--- config.mk ---
export PLATFORM = sky130hd
export DESIGN_NAME = interval_pwm_timer
export DESIGN_NICKNAME = d
export VERILOG_FILES = /design/src/rtl/ptm_pkg.sv /design/src/rtl/ptm_regs.sv /design/src/rtl/ptm_prescale.sv /design/src/rtl/ptm_chan.sv /design/src/rtl/interval_pwm_timer.sv
export SDC_FILE = /design/constraint.sdc
export NUM_CORES = 1
export LEC_CHECK = 0
export ABC_AREA = 1
export CORE_ASPECT_RATIO = 1.5
export CORE_MARGIN = 2
export CORE_UTILIZATION = 37
export CTS_CLUSTER_SIZE = 10
export DETAILED_ROUTE_END_ITERATION = 16
export GPL_TIMING_DRIVEN = 0
export MAX_ROUTING_LAYER = met4
export PLACE_DENSITY = 0.54
export SYNTH_ARGS = -nofsm -noshare
export SYNTH_HDL_FRONTEND = slang
export SYNTH_SLANG_ARGS = --single-unit
--- constraint.sdc ---
create_clock -name clk -period 4.28 [get_ports clk]
set_input_delay 0.856 -clock clk [delete_from_list [all_inputs] [get_ports clk]]
set_output_delay 0.856 -clock clk [all_outputs]
set_load 0.03 [all_outputs]
--- src/rtl/ptm_pkg.sv ---
package ptm_pkg;
  localparam int CTL_W   = 7;
  localparam int PSC_W   = 4;
  localparam int PHASE_W = 2 ** PSC_W;

  // Word-address bases; channel c sits at base + c.
  localparam int CLKCTL_BASE = 0;
  localparam int CNTCTL_BASE = 3;
  localparam int PERIOD_BASE = 9;
  localparam int DUTY_BASE   = 12;

  localparam logic [CTL_W-1:0] CNTCTL_RESET = 7'h21;

  typedef struct packed {
    logic             edge_fall;
    logic             src_ext;
    logic [PSC_W-1:0] psc_val;
    logic             psc_en;
  } clk_ctl_t;

  typedef struct packed {
    logic pol;
    logic blank;
    logic restart;
    logic cmp_en;
    logic down;
    logic wrap_int;
    logic freeze;
  } cnt_ctl_t;

  // Last phase value before a tick: divisor 2^(n+1) minus one.
  function automatic logic [PHASE_W-1:0] phase_top(input logic [PSC_W-1:0] n);
    logic [31:0] v;
    v = (32'd1 << (32'(n) + 32'd1)) - 32'd1;
    return v[PHASE_W-1:0];
  endfunction
endpackage

--- src/rtl/ptm_regs.sv ---
module ptm_regs
  import ptm_pkg::*;
#(
  parameter int NCH    = 3,
  parameter int CNT_W  = 16,
  parameter int ADDR_W = 4,
  parameter int DATA_W = 32
) (
  input  logic                        clk,
  input  logic                        rst_n,
  input  logic [ADDR_W-1:0]           bus_addr,
  input  logic [DATA_W-1:0]           bus_wdata,
  input  logic                        bus_we,
  output logic [DATA_W-1:0]           bus_rdata,
  output logic [NCH-1:0]              psc_en_o,
  output logic [NCH-1:0][PSC_W-1:0]   psc_val_o,
  output cnt_ctl_t [NCH-1:0]          cnt_ctl_o,
  output logic [NCH-1:0][CNT_W-1:0]   period_o,
  output logic [NCH-1:0][CNT_W-1:0]   duty_o,
  output logic [NCH-1:0]              restart_o
);
  localparam int PAD_CTL = DATA_W - CTL_W;
  localparam int PAD_CNT = DATA_W - CNT_W;

  clk_ctl_t [NCH-1:0]        clk_q;
  cnt_ctl_t [NCH-1:0]        cnt_q;
  logic [NCH-1:0][CNT_W-1:0] per_q;
  logic [NCH-1:0][CNT_W-1:0] duty_q;
  logic [NCH-1:0]            rst_q;

  logic unused_wdata_hi;
  assign unused_wdata_hi = ^bus_wdata[DATA_W-1:CNT_W];

  function automatic logic hit(input logic [ADDR_W-1:0] a, input int base, input int ch);
    return a == ADDR_W'(base + ch);
  endfunction

  always_ff @(posedge clk or negedge rst_n) begin
    if (!rst_n) begin
      for (int c = 0; c < NCH; c++) begin
        clk_q[c]  <= '0;
        cnt_q[c]  <= cnt_ctl_t'(CNTCTL_RESET);
        per_q[c]  <= '0;
        duty_q[c] <= '0;
        rst_q[c]  <= 1'b0;
      end
    end else begin
      for (int c = 0; c < NCH; c++) begin
        rst_q[c] <= bus_we && hit(bus_addr, CNTCTL_BASE, c) && bus_wdata[4];
        if (bus_we && hit(bus_addr, CLKCTL_BASE, c))
          clk_q[c] <= clk_ctl_t'(bus_wdata[CTL_W-1:0]);
        if (bus_we && hit(bus_addr, CNTCTL_BASE, c)) begin
          cnt_q[c]         <= cnt_ctl_t'(bus_wdata[CTL_W-1:0]);
          cnt_q[c].restart <= 1'b0;
        end
        if (bus_we && hit(bus_addr, PERIOD_BASE, c))
          per_q[c] <= bus_wdata[CNT_W-1:0];
        if (bus_we && hit(bus_addr, DUTY_BASE, c))
          duty_q[c] <= bus_wdata[CNT_W-1:0];
      end
    end
  end

  always_comb begin
    bus_rdata = '0;
    for (int c = 0; c < NCH; c++) begin
      if (hit(bus_addr, CLKCTL_BASE, c)) bus_rdata = {{PAD_CTL{1'b0}}, clk_q[c]};
      if (hit(bus_addr, CNTCTL_BASE, c)) bus_rdata = {{PAD_CTL{1'b0}}, cnt_q[c]};
      if (hit(bus_addr, PERIOD_BASE, c)) bus_rdata = {{PAD_CNT{1'b0}}, per_q[c]};
      if (hit(bus_addr, DUTY_BASE, c))   bus_rdata = {{PAD_CNT{1'b0}}, duty_q[c]};
    end
  end

  always_comb begin
    for (int c = 0; c < NCH; c++) begin
      psc_en_o[c]  = clk_q[c].psc_en;
      psc_val_o[c] = clk_q[c].psc_val;
    end
  end

  assign cnt_ctl_o = cnt_q;
  assign period_o  = per_q;
  assign duty_o    = duty_q;
  assign restart_o = rst_q;
endmodule

--- src/rtl/ptm_prescale.sv ---
module ptm_prescale
  import ptm_pkg::*;
(
  input  logic             clk,
  input  logic             rst_n,
  input  logic             run,
  input  logic             restart,
  input  logic             psc_en,
  input  logic [PSC_W-1:0] psc_val,
  output logic             tick
);
  logic [PHASE_W-1:0] phase_q;
  logic [PHASE_W-1:0] top;
  logic               phase_end;

  assign top       = phase_top(psc_val);
  assign phase_end = phase_q >= top;
  assign tick      = run && (!psc_en || phase_end);

  always_ff @(posedge clk or negedge rst_n) begin
    if (!rst_n)                 phase_q <= '0;
    else if (restart)           phase_q <= '0;
    else if (run && psc_en)     phase_q <= phase_end ? '0 : phase_q + 1'b1;
  end
endmodule

--- src/rtl/ptm_chan.sv ---
module ptm_chan #(
  parameter int CNT_W = 16
) (
  input  logic             clk,
  input  logic             rst_n,
  input  logic             tick,
  input  logic             restart,
  input  logic             down,
  input  logic             wrap_int,
  input  logic             cmp_en,
  input  logic             blank,
  input  logic             pol,
  input  logic [CNT_W-1:0] period,
  input  logic [CNT_W-1:0] duty,
  output logic             wave,
  output logic [CNT_W-1:0] count,
  output logic             wrap_evt
);
  localparam logic [CNT_W-1:0] FULL = '1;

  logic [CNT_W-1:0] cnt_q, per_q, duty_q;
  logic [CNT_W-1:0] lim_new, lim_cur, elapsed;
  logic             at_end, active, reload;

  function automatic logic [CNT_W-1:0] ticks_done(input logic [CNT_W-1:0] c,
                                                  input logic [CNT_W-1:0] lim,
                                                  input logic dn);
    if (!dn)      return c;
    else if (c > lim) return '0;
    else          return lim - c;
  endfunction

  assign lim_new  = wrap_int ? period : FULL;
  assign lim_cur  = wrap_int ? per_q  : FULL;
  assign at_end   = down ? (cnt_q == '0) : (cnt_q >= lim_cur);
  assign wrap_evt = tick && at_end;
  assign reload   = restart || wrap_evt;
  assign elapsed  = ticks_done(cnt_q, lim_cur, down);
  assign active   = !cmp_en || (elapsed < duty_q);
  assign count    = cnt_q;

  always_ff @(posedge clk or negedge rst_n) begin
    if (!rst_n) begin
      cnt_q  <= '0;
      per_q  <= '0;
      duty_q <= '0;
      wave   <= 1'b0;
    end else begin
      wave <= !blank && (active ^ pol);
      if (reload) begin
        per_q  <= period;
        duty_q <= duty;
        cnt_q  <= down ? lim_new : '0;
      end else if (tick) begin
        cnt_q <= down ? cnt_q - 1'b1 : cnt_q + 1'b1;
      end
    end
  end
endmodule

--- src/rtl/interval_pwm_timer.sv ---
module interval_pwm_timer
  import ptm_pkg::*;
#(
  parameter int NCH    = 3,
  parameter int CNT_W  = 16,
  parameter int ADDR_W = 4,
  parameter int DATA_W = 32
) (
  input  logic              clk,
  input  logic              rst_n,
  input  logic [ADDR_W-1:0] bus_addr,
  input  logic [DATA_W-1:0] bus_wdata,
  input  logic              bus_we,
  output logic [DATA_W-1:0] bus_rdata,
  output logic [NCH-1:0]    pwm_out
);
  logic [NCH-1:0]            psc_en;
  logic [NCH-1:0][PSC_W-1:0] psc_val;
  cnt_ctl_t [NCH-1:0]        cnt_ctl;
  logic [NCH-1:0][CNT_W-1:0] period, duty;
  logic [NCH-1:0]            restart;

  // Named internal events for the checker.
  logic [NCH*CNT_W-1:0] dbg_cnt;
  logic [NCH-1:0]       dbg_freeze, dbg_blank, dbg_down, dbg_tick, dbg_wrap;

  ptm_regs #(.NCH(NCH), .CNT_W(CNT_W), .ADDR_W(ADDR_W), .DATA_W(DATA_W)) u_regs (
    .clk(clk), .rst_n(rst_n), .bus_addr(bus_addr), .bus_wdata(bus_wdata),
    .bus_we(bus_we), .bus_rdata(bus_rdata), .psc_en_o(psc_en), .psc_val_o(psc_val),
    .cnt_ctl_o(cnt_ctl), .period_o(period), .duty_o(duty), .restart_o(restart)
  );

  for (genvar g = 0; g < NCH; g++) begin : g_ch
    logic             tick;
    logic [CNT_W-1:0] count;
    logic             wrap_evt;

    ptm_prescale u_psc (
      .clk(clk), .rst_n(rst_n), .run(!cnt_ctl[g].freeze), .restart(restart[g]),
      .psc_en(psc_en[g]), .psc_val(psc_val[g]), .tick(tick)
    );

    ptm_chan #(.CNT_W(CNT_W)) u_chan (
      .clk(clk), .rst_n(rst_n), .tick(tick), .restart(restart[g]),
      .down(cnt_ctl[g].down), .wrap_int(cnt_ctl[g].wrap_int), .cmp_en(cnt_ctl[g].cmp_en),
      .blank(cnt_ctl[g].blank), .pol(cnt_ctl[g].pol), .period(period[g]), .duty(duty[g]),
      .wave(pwm_out[g]), .count(count), .wrap_evt(wrap_evt)
    );

    assign dbg_cnt[g*CNT_W +: CNT_W] = count;
    assign dbg_freeze[g] = cnt_ctl[g].freeze;
    assign dbg_blank[g]  = cnt_ctl[g].blank;
    assign dbg_down[g]   = cnt_ctl[g].down;
    assign dbg_tick[g]   = tick;
    assign dbg_wrap[g]   = wrap_evt;
  end
endmodule

==> flow_summary.toml <==
[pwr]
vdd_drop_max_mv = 0.3259
p_leak_nw = 12.52
powerDensity_nw_per_um2 = 796.9

[finish]
syn2layout_area_growth_pct = 15.16
drive_gt1_share_pct = 11.07
n_antenna_cell = 0
utilization_pct = 43.04
nFillCells = 6275
layout.cells.non_filler = 3908
ff_latch_area_um2 = 8349
nNetsFinal = 3330
multi_input_area_um2 = 13020

[clock_network]
clock_latency_ps = 550
clkTransAtPathRegs_ps = 60
cts_tree = "yes"
cts_made_buffers = 41
cts_hold_buf = 0
clock-sinks = 333
clockRootBuffer = "clkbuf_16"
htreeDepth = 2
clk_path_buf_depth = 3

[place]
dp_hpwl_mm = 58.87
gp_congestion = 0.9246
dp.cells = 3829
port-buffer-count = 41

[setup_path]
cp_data_arrival_time_ps = 4680
crit_start = "u_regs.cnt_ctl_o[15]"
cp-end-kind = "flip-flop"
crit_type = "reg2reg"
r2r_setup_slack_ps = 30
r2r-start = "u_regs.cnt_ctl_o[15]"
critPathCapture = "g_ch[2].u_chan.wave"
crit_chain = "inv_2 -> buf_2 -> or2_2 -> ha_2 -> nand2_1 -> nor3_1 -> nand3_1 -> o2111ai_4 -> nand3_1 -> nand2_2 -> a21oi_1 -> inv_1 -> a21oi_1 -> o21ai_0 -> o21ai_0 -> ha_1 -> nand4_1 -> nor2_1 -> nand2_1 -> nand2_1 -> nand3_1 -> nand2_1 -> nor2_2"
path_max_fanout = 10
slowest_delay_ps = 430
r2r_cells = 23
crit_slowest_cell = "nor2_1"
startpoint_type = "flip-flop"
crit_top_cell = "nand2_1"
r2r-end = "g_ch[2].u_chan.wave"
crit_required_ps = 4710

[floorplan]
die_area_um2 = 63780
core_um2 = 61110
dieHeight_um = 308.3
row_count = 111
pin_count = 74
die_w_um = 206.9
initial_core_util_pct = 37.38

[sta]
worst_pin_slew_ps = 780.0
slew-limit-headroom_pct = 48.00
rsz0062_at_grt = "yes"
hold_viol = 0
setup_violations = 0
timing.fmax_mhz = 235.5
period_needed_ps = 4246
finClkSkew_ps = 24.13
drv_slew = 0
timing.final.crit_share_pct = 99.21

[global_route]
grt_pass1_wl_mm = 116.3
grt_max_degree = 109
grt_pass1_vias = 21230
grt_usage_pct = 24.35
grt-ovfl-total = 0
antenna_found_initial = 0

[routing]
ant_nets = 0
drc_errors = 0
avgViaCountPerCell = 5.322
wire_per_inst_um = 19.21
postRouteWirelength_mm = 75.07
firstDrtPassIters = 6
vias = 20800
initialDrtViolationCount = 1255

[yosys]
ys_seq_elements = 333
synth_top_area_cell = "dfrtp_1"
netlist_area_um2 = 22840
ys_warn_count = 0
synth_top_cell_area_share_pct = 35.83
async_flop_share_pct = 100.0
synthFlopType = "dfrtp_1"
yosysMostFrequentCell = "nand2_1"
yosys.area_share.simple_pct = 19.49
synth_xor_area_share_pct = 4.065
synth_top_family_by_area = "simple AND/OR/NAND/NOR gates"
synthTopCellsByCount = "633 x nand2_1, 353 x inv_1, 342 x o21ai_0, 327 x dfrtp_1, 219 x a21oi_1"
synth_mux_area_share_pct = 1.118
syn_avg_cell_area_um2 = 7.683
synth_fa_ha_area_share_pct = 10.88
synth-compound-area-share_pct = 19.17
synth-edff-count = 0
synthCells = 2973
ys_seq_area_share_pct = 36.52
ys_top_cells_by_area = "dfrtp_1 36%, nand2_1 10%, ha_1 10%, o21ai_0 7.5%, inv_1 5.8%"
synth_cell_types = 64

[run]
max-cap-violations = 0

[hold_path]
min-delay-path-class = "in2async"

[run_status]
status = "completed"
[placed cells by master, fill, tap and decap left out, types with 15 or more instances in the layout]
master and count:
nor2_2 16, or2_2 42, o22ai_1 71, o21ai_1 23, buf_4 38, o211ai_1 35, nand4_1 26, xor2_1 74
dfrtp_1 320, nand2_1 619, inv_1 346, nor3_1 26, clkbuf_16 43, buf_2 20, mux2_4 17, nand3_1 80
clkdlybuf4s50_1 20, conb_1 22, o21ai_0 333, a31oi_1 15, nor2_1 182, o2111ai_1 18, clkbuf_1 63, ha_1 173
a21oi_1 209, xnor2_1 32, nand2_2 21
[area by class of cell]
class | count | area share (%)
clock inverter | 6 | 0.2236
clock buffer | 58 | 4.495
timing repair buffer | 63 | 2.455
buffer | 123 | 2.673
multi-input combinational | 2175 | 49.49
tap | 791 | 3.763
sequential | 333 | 31.74
inverter | 359 | 5.161
[what timing repair did]
action	CTS	global route
pin swaps	2	20
setup endpoints to repair	122	169
setup buffers	4	13
resized for setup	62	136
gates cloned	0	1
[sequential cells by signal, indices dropped and copies added, names as in the netlist, 6 cells and up]
name	flops
g_ch.u_chan.count	48
g_ch.u_chan.duty_q	48
g_ch.u_chan.per_q	48
g_ch.u_psc.phase_q	48
u_regs.clk_q	6
u_regs.cnt_ctl_o	18
u_regs.duty_o	48
u_regs.period_o	48
u_regs.psc_val_o	12
[metrics by stage]
| stage | hold slack, ps | setup TNS [ps] | power [W] | setup slack, ps | area [um2] |
|---|---|---|---|---|---|
| 4_1_cts | 193.6 | -246.1 | 0.02044 | -246.1 | 25800 |
| 5_1_grt | 207.9 | -241.6 | 0.02283 | -200.4 | 26300 |
| 6_report | 193.5 | 0 | 0.02096 | 33.90 | 26300 |
| 3_5_place_dp | 452.1 | -18290 | 0.01685 | -1233 | 24410 |
| 3_3_place_gp | 450.6 | -4228810 | 0.01657 | -12800 | 24320 |
| 2_1_floorplan | 434.5 | 0 | 0.01348 | 665.5 | 22920 |
[worst max-delay path, delay by kind of cell (launching register included)]
kind	cells	cell delay (ps)
and+or+nand+nor	13	2080
buffers and inverters	3	340
DFF	1	400
AOI/OAI and AO/OA	5	500
adders and majority gates	2	780
[how the worst min path moves through the flow]
stage / slack (ps) / to / startpoint / cells past startpoint
after floorplan: 430 / g_ch[2].u_chan.per_q[10] / g_ch[2].u_chan.per_q[10] / 2
after global placement: 450 / g_ch[2].u_chan.per_q[2] / g_ch[2].u_chan.per_q[2] / 2
after detailed placement: 450 / g_ch[2].u_chan.per_q[8] / g_ch[2].u_chan.per_q[8] / 2
after CTS: 190 / g_ch[2].u_psc.phase_q[9] / rst_n / 1
after global routing: 210 / g_ch[2].u_psc.phase_q[9] / rst_n / 1
final: 190 / g_ch[2].u_psc.phase_q[8] / rst_n / 1
[cell families (layout without fill, tap and decap cells)]
logic type                 Yosys count  after routing
xor gates and xnor gates           106            106
and+or+nand+nor                   1053           1053
AOI/OAI and AO/OA                  782            782
buffers and inverters              485            609
adders and majority gates          195            195
DFF                                333            333
muxes                               17             17
other                                2             22
[routing by layer]
layer / wire length, um / track usage [%]
met1: 28310 / 25.48
met3: 2295 / 2.367
met2: 40590 / 45.45
met4: 3871 / 10.98
met5: 0 / -
[power breakdown]
| group | internal [W] | switching, W |
|---|---|---|
| registers | 0.00430 | 0.00102 |
| clock network | 0.00196 | 0.00138 |
| logic | 0.00474 | 0.00756 |
(Power assumes the default switching activity.)
